File: src/rtl/eebr_pkg.sv
package eebr_pkg;

    typedef enum logic [2:0] {
        ST_DESEL,
        ST_START,
        ST_OPCODE,
        ST_ADDR,
        ST_DUMMY,
        ST_DATA,
        ST_DONE,
        ST_IGNORE
    } eebr_state_e;

    localparam int SK_BIT = 7;
    localparam int DI_BIT = 6;
    localparam logic [1:0] OP_READ = 2'b10;
    localparam logic [15:0] SUM_TARGET = 16'h1234;

    // Power-on byte values of the fixed image
    localparam logic [7:0] FILL_LO    = 8'h57;
    localparam int         FILL_WORDS = 16;
    localparam logic [7:0] HOST_ID    = 8'h07;
    localparam logic [7:0] MODE_BYTE  = 8'h0F;
    localparam logic [7:0] TAG_DEPTH  = 8'h04;
    localparam logic [7:0] OPT_FLAGS  = 8'h07;

    // Image word before the checksum is placed
    function automatic logic [15:0] image_base(input int idx);
        logic [15:0] w;
        w = 16'h0000;
        if (idx < FILL_WORDS) w = {8'h00, FILL_LO};
        else if (idx == 32)   w = {8'h00, HOST_ID};
        else if (idx == 33)   w = {TAG_DEPTH, MODE_BYTE};
        else if (idx == 34)   w = {8'h00, OPT_FLAGS};
        return w;
    endfunction

    // Checksum word that brings the whole image to SUM_TARGET
    function automatic logic [15:0] image_cksum(input int depth);
        logic [15:0] acc;
        acc = 16'h0000;
        for (int i = 0; i < depth - 1; i++) acc = acc + image_base(i);
        return SUM_TARGET - acc;
    endfunction

endpackage

File: src/rtl/eebr_pins.sv
module eebr_pins #(
    parameter int          AW        = 8,
    parameter logic [7:0]  CTRL_OFF  = 8'h80,
    parameter logic [7:0]  DESEL_OFF = 8'hC0
) (
    input  logic          clk,
    input  logic          rst_n,
    input  logic          wr_en,
    input  logic [AW-1:0] wr_addr,
    input  logic          wr_sk,
    input  logic          wr_di,
    output logic          pin_cs,
    output logic          pin_sk,
    output logic          pin_di
);

    logic hit_ctrl;
    logic hit_desel;

    assign hit_ctrl  = wr_en && (wr_addr == AW'(CTRL_OFF));
    assign hit_desel = wr_en && (wr_addr == AW'(DESEL_OFF));

    always_ff @(posedge clk or negedge rst_n) begin
        if (!rst_n) begin
            pin_cs <= 1'b0;
            pin_sk <= 1'b0;
            pin_di <= 1'b0;
        end else if (hit_ctrl) begin
            pin_cs <= 1'b1;
            pin_sk <= wr_sk;
            pin_di <= wr_di;
        end else if (hit_desel) begin
            pin_cs <= 1'b0;
            pin_sk <= 1'b0;
            pin_di <= 1'b0;
        end
    end

endmodule

File: src/rtl/eebr_prom.sv
module eebr_prom
    import eebr_pkg::*;
#(
    parameter int ADDR_W = 6,
    parameter int DATA_W = 16
) (
    input  logic clk,
    input  logic rst_n,
    input  logic cs,
    input  logic sk,
    input  logic di,
    output logic do_o
);

    localparam int WORDS  = 1 << ADDR_W;
    localparam int CNT_W  = $clog2((DATA_W > ADDR_W) ? DATA_W : ADDR_W) + 1;
    localparam logic [15:0] CKSUM = image_cksum(WORDS);

    eebr_state_e         state_q, state_d;
    logic [CNT_W-1:0]    cnt_q, cnt_d;
    logic [1:0]          op_q, op_d;
    logic [ADDR_W-1:0]   addr_q, addr_d;
    logic [DATA_W-1:0]   data_q, data_d;
    logic                sk_prev;
    logic                rise;

    function automatic logic [DATA_W-1:0] rom_word(input logic [ADDR_W-1:0] a);
        if (int'(a) == WORDS - 1) return DATA_W'(CKSUM);
        return DATA_W'(image_base(int'(a)));
    endfunction

    assign rise = cs && sk && !sk_prev;

    // Next-state logic
    always_comb begin
        state_d = state_q;
        cnt_d   = cnt_q;
        op_d    = op_q;
        addr_d  = addr_q;
        data_d  = data_q;
        if (!cs) begin
            state_d = ST_DESEL;
            cnt_d   = '0;
        end else begin
            unique case (state_q)
                ST_DESEL: begin
                    cnt_d   = '0;
                    state_d = (rise && di) ? ST_OPCODE : ST_START;
                end
                ST_START: begin
                    if (rise && di) begin
                        state_d = ST_OPCODE;
                        cnt_d   = '0;
                    end
                end
                ST_OPCODE: begin
                    if (rise) begin
                        op_d = {op_q[0], di};
                        if (cnt_q == CNT_W'(1)) begin
                            cnt_d   = '0;
                            state_d = ({op_q[0], di} == OP_READ) ? ST_ADDR : ST_IGNORE;
                        end else begin
                            cnt_d = cnt_q + 1'b1;
                        end
                    end
                end
                ST_ADDR: begin
                    if (rise) begin
                        addr_d = {addr_q[ADDR_W-2:0], di};
                        if (cnt_q == CNT_W'(ADDR_W - 1)) begin
                            cnt_d   = '0;
                            data_d  = rom_word({addr_q[ADDR_W-2:0], di});
                            state_d = ST_DUMMY;
                        end else begin
                            cnt_d = cnt_q + 1'b1;
                        end
                    end
                end
                ST_DUMMY: begin
                    if (rise) begin
                        state_d = ST_DATA;
                        cnt_d   = '0;
                    end
                end
                ST_DATA: begin
                    if (rise) begin
                        if (cnt_q == CNT_W'(DATA_W - 1)) begin
                            state_d = ST_DONE;
                            cnt_d   = '0;
                        end else begin
                            data_d = {data_q[DATA_W-2:0], 1'b0};
                            cnt_d  = cnt_q + 1'b1;
                        end
                    end
                end
                ST_DONE:   state_d = ST_DONE;
                ST_IGNORE: state_d = ST_IGNORE;
                default:   state_d = ST_DESEL;
            endcase
        end
    end

    // State register
    always_ff @(posedge clk or negedge rst_n) begin
        if (!rst_n) begin
            state_q <= ST_DESEL;
            cnt_q   <= '0;
            op_q    <= '0;
            addr_q  <= '0;
            data_q  <= '0;
            sk_prev <= 1'b0;
        end else begin
            state_q <= state_d;
            cnt_q   <= cnt_d;
            op_q    <= op_d;
            addr_q  <= addr_d;
            data_q  <= data_d;
            sk_prev <= sk;
        end
    end

    // Output decode
    always_comb begin
        unique case (state_q)
            ST_DUMMY: do_o = 1'b0;
            ST_DATA:  do_o = data_q[DATA_W-1];
            default:  do_o = 1'b1;
        endcase
    end

endmodule

File: src/rtl/eebr_rdmux.sv
module eebr_rdmux #(
    parameter int         AW        = 8,
    parameter logic [7:0] PROBE_OFF = 8'h00
) (
    input  logic          rd_en,
    input  logic [AW-1:0] rd_addr,
    input  logic          rd_single,
    input  logic [7:0]    rd_base,
    input  logic          ee_do,
    output logic [7:0]    rd_data
);

    logic probe_hit;

    assign probe_hit = rd_en && rd_single && (rd_addr == AW'(PROBE_OFF));

    always_comb begin
        rd_data = rd_base;
        if (probe_hit) rd_data[0] = rd_base[0] & ee_do;
    end

endmodule

File: src/rtl/cfg_eeprom_bridge.sv
module cfg_eeprom_bridge
    import eebr_pkg::*;
#(
    parameter int         CFG_AW    = 8,
    parameter logic [7:0] CTRL_OFF  = 8'h80,
    parameter logic [7:0] DESEL_OFF = 8'hC0,
    parameter logic [7:0] PROBE_OFF = 8'h00,
    parameter int         ADDR_W    = 6,
    parameter int         DATA_W    = 16
) (
    input  logic              clk,
    input  logic              rst_n,
    input  logic              cfg_wr_en,
    input  logic [CFG_AW-1:0] cfg_wr_addr,
    input  logic [7:0]        cfg_wr_data,
    input  logic              cfg_rd_en,
    input  logic [CFG_AW-1:0] cfg_rd_addr,
    input  logic              cfg_rd_single,
    input  logic [7:0]        cfg_rd_base,
    output logic [7:0]        cfg_rd_data
);

    logic ee_cs;
    logic ee_sk;
    logic ee_di;
    logic ee_do;
    logic unused_wr_bits;

    assign unused_wr_bits = ^{cfg_wr_data[5:0]};

    eebr_pins #(
        .AW        (CFG_AW),
        .CTRL_OFF  (CTRL_OFF),
        .DESEL_OFF (DESEL_OFF)
    ) u_pins (
        .clk     (clk),
        .rst_n   (rst_n),
        .wr_en   (cfg_wr_en),
        .wr_addr (cfg_wr_addr),
        .wr_sk   (cfg_wr_data[SK_BIT]),
        .wr_di   (cfg_wr_data[DI_BIT]),
        .pin_cs  (ee_cs),
        .pin_sk  (ee_sk),
        .pin_di  (ee_di)
    );

    eebr_prom #(
        .ADDR_W (ADDR_W),
        .DATA_W (DATA_W)
    ) u_prom (
        .clk   (clk),
        .rst_n (rst_n),
        .cs    (ee_cs),
        .sk    (ee_sk),
        .di    (ee_di),
        .do_o  (ee_do)
    );

    eebr_rdmux #(
        .AW        (CFG_AW),
        .PROBE_OFF (PROBE_OFF)
    ) u_rdmux (
        .rd_en     (cfg_rd_en),
        .rd_addr   (cfg_rd_addr),
        .rd_single (cfg_rd_single),
        .rd_base   (cfg_rd_base),
        .ee_do     (ee_do),
        .rd_data   (cfg_rd_data)
    );

endmodule

File: config.mk
export PLATFORM = sky130hd
export DESIGN_NAME = cfg_eeprom_bridge
export DESIGN_NICKNAME = d
export VERILOG_FILES = /design/src/rtl/eebr_pkg.sv /design/src/rtl/eebr_pins.sv /design/src/rtl/eebr_prom.sv /design/src/rtl/eebr_rdmux.sv /design/src/rtl/cfg_eeprom_bridge.sv
export SDC_FILE = /design/constraint.sdc
export NUM_CORES = 1
export LEC_CHECK = 0
export CAP_MARGIN = 0
export CORE_MARGIN = 8
export CORE_UTILIZATION = 35
export CTS_BUF_LIST = sky130_fd_sc_hd__clkbuf_16
export CTS_CLUSTER_SIZE = 28
export DETAILED_ROUTE_END_ITERATION = 8
export GPL_TIMING_DRIVEN = 0
export SLEW_MARGIN = 20
export SYNTH_ARGS = -nofsm -noshare
export SYNTH_HDL_FRONTEND = slang
export SYNTH_SLANG_ARGS = --single-unit
File: constraint.sdc
create_clock -name clk -period 2.33 [get_ports clk]
set_input_delay 0.466 -clock clk [delete_from_list [all_inputs] [get_ports clk]]
set_output_delay 0.466 -clock clk [all_outputs]
set_load 0.01 [all_outputs]
Yosys cells after proc, flatten, opt, wreduce, memory -nomap -nowiden:

Index checks and enable logic that the tools add are counted.

* output and inout port bits: 8
* register bits: 34
* memory bits (read-only): 0
* word-level logic and storage cells: 103
* memories kept: 0
* latch bits: 0
* bits of input ports: 37
* bits in writable memories: 0

* muxes and demuxes: 44
* $lt $le $gt $ge: 1
* divide/modulo/power cells: 0
* reductions and logical operators: 17
* $mul: 0
* $add $sub $neg: 1
* equality and inequality tests: 30
* bitwise gates (word level): 1
* shift operators: 0

Operators with widths (count)
* $mux W16: 9
* $mux W5: 9
* $mux W3: 11
* $pmux W16 S2: 1
* $pmux W5 S6: 1
* $ne A3 B2 Y1 const B: 8
* $pmux W3 S8: 1
* $eq A6 B6 Y1 const B: 3
* $eq A8 B8 Y1 const B: 2
* $eq A3 B3 Y1 const B: 4
* $reduce_and A6 Y1: 2
* $mux W1: 10
* $logic_not A8 Y1: 1
* $reduce_and A8 Y1: 1
* $logic_and A1 B1 Y1: 7
* $ne A7 B1 Y1 const B: 1
* $eq A3 B2 Y1 const B: 2
* $eq A6 B1 Y1 const B: 1
* $lt A6 B5 Y1 const B: 1
* $ne A2 B1 Y1 const B: 3
* $reduce_and A3 Y1: 2
* $add A5 B1 Y5 const B: 1
* $eq A5 B1 Y1 const B: 1
* $eq A5 B3 Y1 const B: 1
* other kinds (10): 11

Longest topological paths before layout:

* depth in word-level cells: 10
* gate-level depth with buffers: 10
* depth with buffers taken out: 8

Modules after synthesis:

Synthesis repeated with hierarchy kept, for this count alone.

* cells, all modules: 203
* area total of the unflattened synthesis: 2040.7 um^2

Modules (own cells, without submodules)
* eebr_prom: cells an instance 179, instances 1, area an instance 1810.5 um^2
* eebr_pins: cells an instance 12, instances 1, area an instance 140.1 um^2
* eebr_rdmux: cells an instance 12, instances 1, area an instance 90.1 um^2

Least setup slack after synthesis:

Ideal clock, no wire load.

* path kind: register to register
* start: register u_prom.cnt_q[0]
* end: register u_prom.data_q[1]
* setup time: 0.078 ns
* arrival time: 1.825 ns
* required time: 2.252 ns
* setup slack: 0.427 ns
* stages on the path, launching flop included: 11
* path buffers: 2
* period minus slack after synthesis: 1.903 ns
* path through: dfrtp_1 ha_1 nand3_1 inv_1 ha_1 and4bb_1 a41o_1 buf_6 buf_8 nand3_1 o2bb2ai_1

* word-level cells in the longest chain between the ends: 3

RTL lines
* from (decl): RTL line eebr_prom.sv:20 `logic [CNT_W-1:0] cnt_q, cnt_d;`
* from (signal assigned): RTL line eebr_prom.sv:114 `cnt_q <= cnt_d;`
* $eq A5 B4 Y1 or $eq A5 B3 Y1 (tied branches): RTL line eebr_prom.sv:87, eebr_prom.sv:70
* $ne A2 B2 Y1 (no line) or $ne A2 B1 Y1 (tied branches)
* $reduce_and A6 Y1 (no line) *
* to (signal assigned): RTL line eebr_prom.sv:117 `data_q <= data_d;`
* to (decl): RTL line eebr_prom.sv:23 `logic [DATA_W-1:0] data_q, data_d;`

Mark *: on every way between the ends. The rest lies on a longest branch, timed or not.
A chain may end at the register's enable or synchronous reset.

Worst setup path after layout:

* start: register u_prom.cnt_q[0]
* end: register u_prom.data_q[2]

The elaborated chain is that of the path after synthesis.

==> qor.yml <==
grt:
  first_global_vias: 1609
  overflow: 0
  grt_usage_pct: 11.4
  grt_max_degree: 26
  antenna_found_initial: 0
  grt_pass1_wl_mm: 7.83
routing:
  drt_iter0_drc: 205
  num_vias: 1654
  via_per_inst: 5.17
  ant_nets: 0
  wl_per_cell_um: 13.9
  post-route-drc-count: 0
  drt-total-wl_mm: 4.46
  dr.pass1.iters: 4
sta:
  finalMaxSlewViolations: 0
  finalSetupTns_ns: 0
  hold_viol: 0
  slew_headroom_pct: 68.9
  skew_ns: 0.00668
  setup_violations: 0
  period_needed_ns: 2.13
  grt_setup_unrepaired: "false"
  fmax_mhz: 469
  period_share_pct: 91.5
  worst_pin_slew_ns: 0.463
synth:
  yosys_warnings: 0
  ys_ff_latch: 34
  ys.flop_type: "dfrtp_1"
  synthesis.instances: 208
  ys_types: 49
  syn_area_per_cell_um2: 9.73
  async_flop_share_pct: 100
  yosysTopAreaCell: "dfrtp_1"
  synth_nets: 249
  syn_area_um2: 2020
  seq_area_frac_synth_pct: 42.1
  yosysMostFrequentCell: "dfrtp_1"
  synth_simple_gate_area_share_pct: 18.4
  synth_area_leaders: "dfrtp_1 (42%), a21oi_1 (4.9%), mux2_2 (3.3%)"
  synthAdderAreaFrac_pct: 2.47
  yosys-top-cells-count: "dfrtp_1 (34), a21oi_1 (20), inv_1 (15), nand2_1 (12), nand3_1 (12)"
  synth_compound_area_share_pct: 20.3
  synth_edf_count: 0
  synth_top_area_share_pct: 42.1
  synth-xor-area-share_pct: 0.433
  synth_top_family_by_area: "compound AO/OA/AOI/OAI gates"
  synthMuxAreaShare_pct: 6.31
floorplan:
  die_area_um2: 8470
  coreArea_um2: 5540
  die_h_um: 92.0
  initial_utilization_pct: 36.5
  num_rows: 27
  die_x_um: 92.0
  num_io_pins: 45
clock_network:
  clkTransAtPathRegs_ns: 0.06
  clk_latency_ns: 0.28
  cts-root-buf: "clkbuf_16"
  cts_hold_buf: 0
  clock-sinks: 34
  cts_resized: 1
  cts_tree: "done"
  cts_buffer_depth: 2
  cts_made_buffers: 5
  h-tree-depth: 2
  post_cts_buffers: 0
worst_setup_path:
  reg2reg_from: "u_prom.cnt_q[0]"
  arrival_ns: 2.34
  cp-end-kind: "flop"
  start_kind: "flop"
  required_ns: 2.54
  critPathKind: "reg -> reg"
  worstPathMaxFanout: 10
  crit_path_start: "u_prom.cnt_q[0]"
  max_stage_delay_ns: 0.41
  cp_slowest_cell: "dfrtp_1"
  path_cells: "ha_1 -> nand3_1 -> inv_1 -> ha_1 -> and4bb_1 -> a41o_1 -> buf_6 -> buf_8 -> nand3_1 -> o2bb2ai_1"
place:
  hpwl_mm: 3.29
  gp_congestion: 0.778
  port_buffers: 31
power_and_ir_drop:
  irDropWorstVdd_mv: 0.394
  power_w: 0.00148
  p_per_area_nw_per_um2: 567
  p_leak_nw: 1.18
finish:
  fill_cells: 558
  num-nets-final: 288
  drive_above_1_share_pct: 18.5
  area_growth_pct: 28.9
  antenna_cells: 0
hold_path:
  hold_class: "in -> async"
job:
  maxCapViolCount: 0
outcome:
  status: "finished, final reports clean"
==> worst paths after layout <==
kind                                     to  slack (ns)  cells after the start
max                        u_prom.data_q[2]        0.20                     10
min                         u_prom.cnt_q[0]        0.05                      1
max reg2reg                u_prom.data_q[2]        0.20                     10
min reg2reg                  u_prom.sk_prev        0.47                      0
max in group asynchronous  u_prom.data_q[8]        1.87                      2
min in group clk             u_prom.sk_prev        0.47                      0
==> per-layer routing <==
layer | global-route usage [%] | wire, µm
met5 | 0 | 0
met4 | 5.23 | 84
met3 | 4.24 | 267
met2 | 16.0 | 1890
met1 | 15.1 | 2210
==> through the flow <==
step / instance area, µm² / hold WS [ns] / utilization, % / worst slack, ns / instances
after floorplan: 2020 / 0.170 / - / 0.427 / 208
after global placement: 2420 / 0.461 / 43.7 / -0.0162 / 311
after detailed placement: 2440 / 0.355 / 44.0 / 0.0821 / 312
after CTS: 2600 / 0.0586 / 47.0 / 0.0276 / 320
after global routing: 2610 / 0.0660 / 47.1 / 0.0186 / 320
final: 2610 / 0.0454 / 47.1 / 0.198 / 320
==> worst max-delay path: cells and delay by family (launching register included) <==
family	cells	cell delay, ns
adders and majority gates	2	0.44
and+or+nand+nor	3	0.57
AOI/OAI and AO/OA	2	0.29
DFF	1	0.41
buffers and inverters	3	0.33
==> cell families (layout without fill, tap and decap cells) <==
logic type	count (synthesis)	after routing
simple gates	63	63
compound gates	59	59
buf+inv	35	75
flops	34	34
mux	12	12
fa+ha+maj	4	4
xor+xnor	1	1
==> placed cells by master (no fill, tap or decap), types with 2 or more instances in the layout <==
cell type        netlist  final
o211ai_1               2      2
nand3b_1               2      2
mux2_2                 6      6
a21oi_1               20     20
inv_1                 15     17
a31oi_1               10     10
clkdlybuf4s50_1        0     29
mux2i_1                6      6
nand3_1               12     12
nor2_1                 5      5
nor4_1                 4      4
ha_1                   4      4
clkbuf_16              0      5
nor3_1                 5      5
buf_2                  7      7
nand2b_1               7      7
a41o_1                 2      2
buf_4                  8      8
buf_6                  3      3
o21ai_0                7      7
or2_2                  3      3
nand4_1                2      2
o2bb2ai_1              3      3
o2111ai_1              2      2
nor2b_1                3      2
dfrtp_1               34     34
nand2_1               12     12
==> layout make-up <==
type | count | area, µm² | share of cell area, %
multi-input cells | 139 | 971 | 37.2
flip-flops and latches | 34 | 851 | 32.6
repair buffers | 32 | 328 | 12.6
plain buffers | 20 | 150 | 5.76
clock buffers | 5 | 125 | 4.80
well taps | 72 | 90.1 | 3.45
inverters | 15 | 56.3 | 2.16
clock inverters | 3 | 37.5 | 1.44
==> where the power goes <==
part / switching (W) / internal, W
Clock: 0.000247 / 0.000496
Sequential: 0.00000540 / 0.000597
Combinational: 0.0000583 / 0.0000751
Total: 0.000311 / 0.00117
==> sequential cells by signal, indices dropped and copies added (netlist names) <==
| name | flops |
|---|---|
| u_prom.op_q | 1 |
| u_pins.pin_cs | 1 |
| u_prom.data_q | 16 |
| u_prom.cnt_q | 5 |
| u_prom.sk_prev | 1 |
| u_pins.pin_di | 1 |
| u_prom.addr_q | 5 |
| u_pins.pin_sk | 1 |
| u_prom.state_q | 3 |
Note: power is estimated with default switching activity, not from simulation.
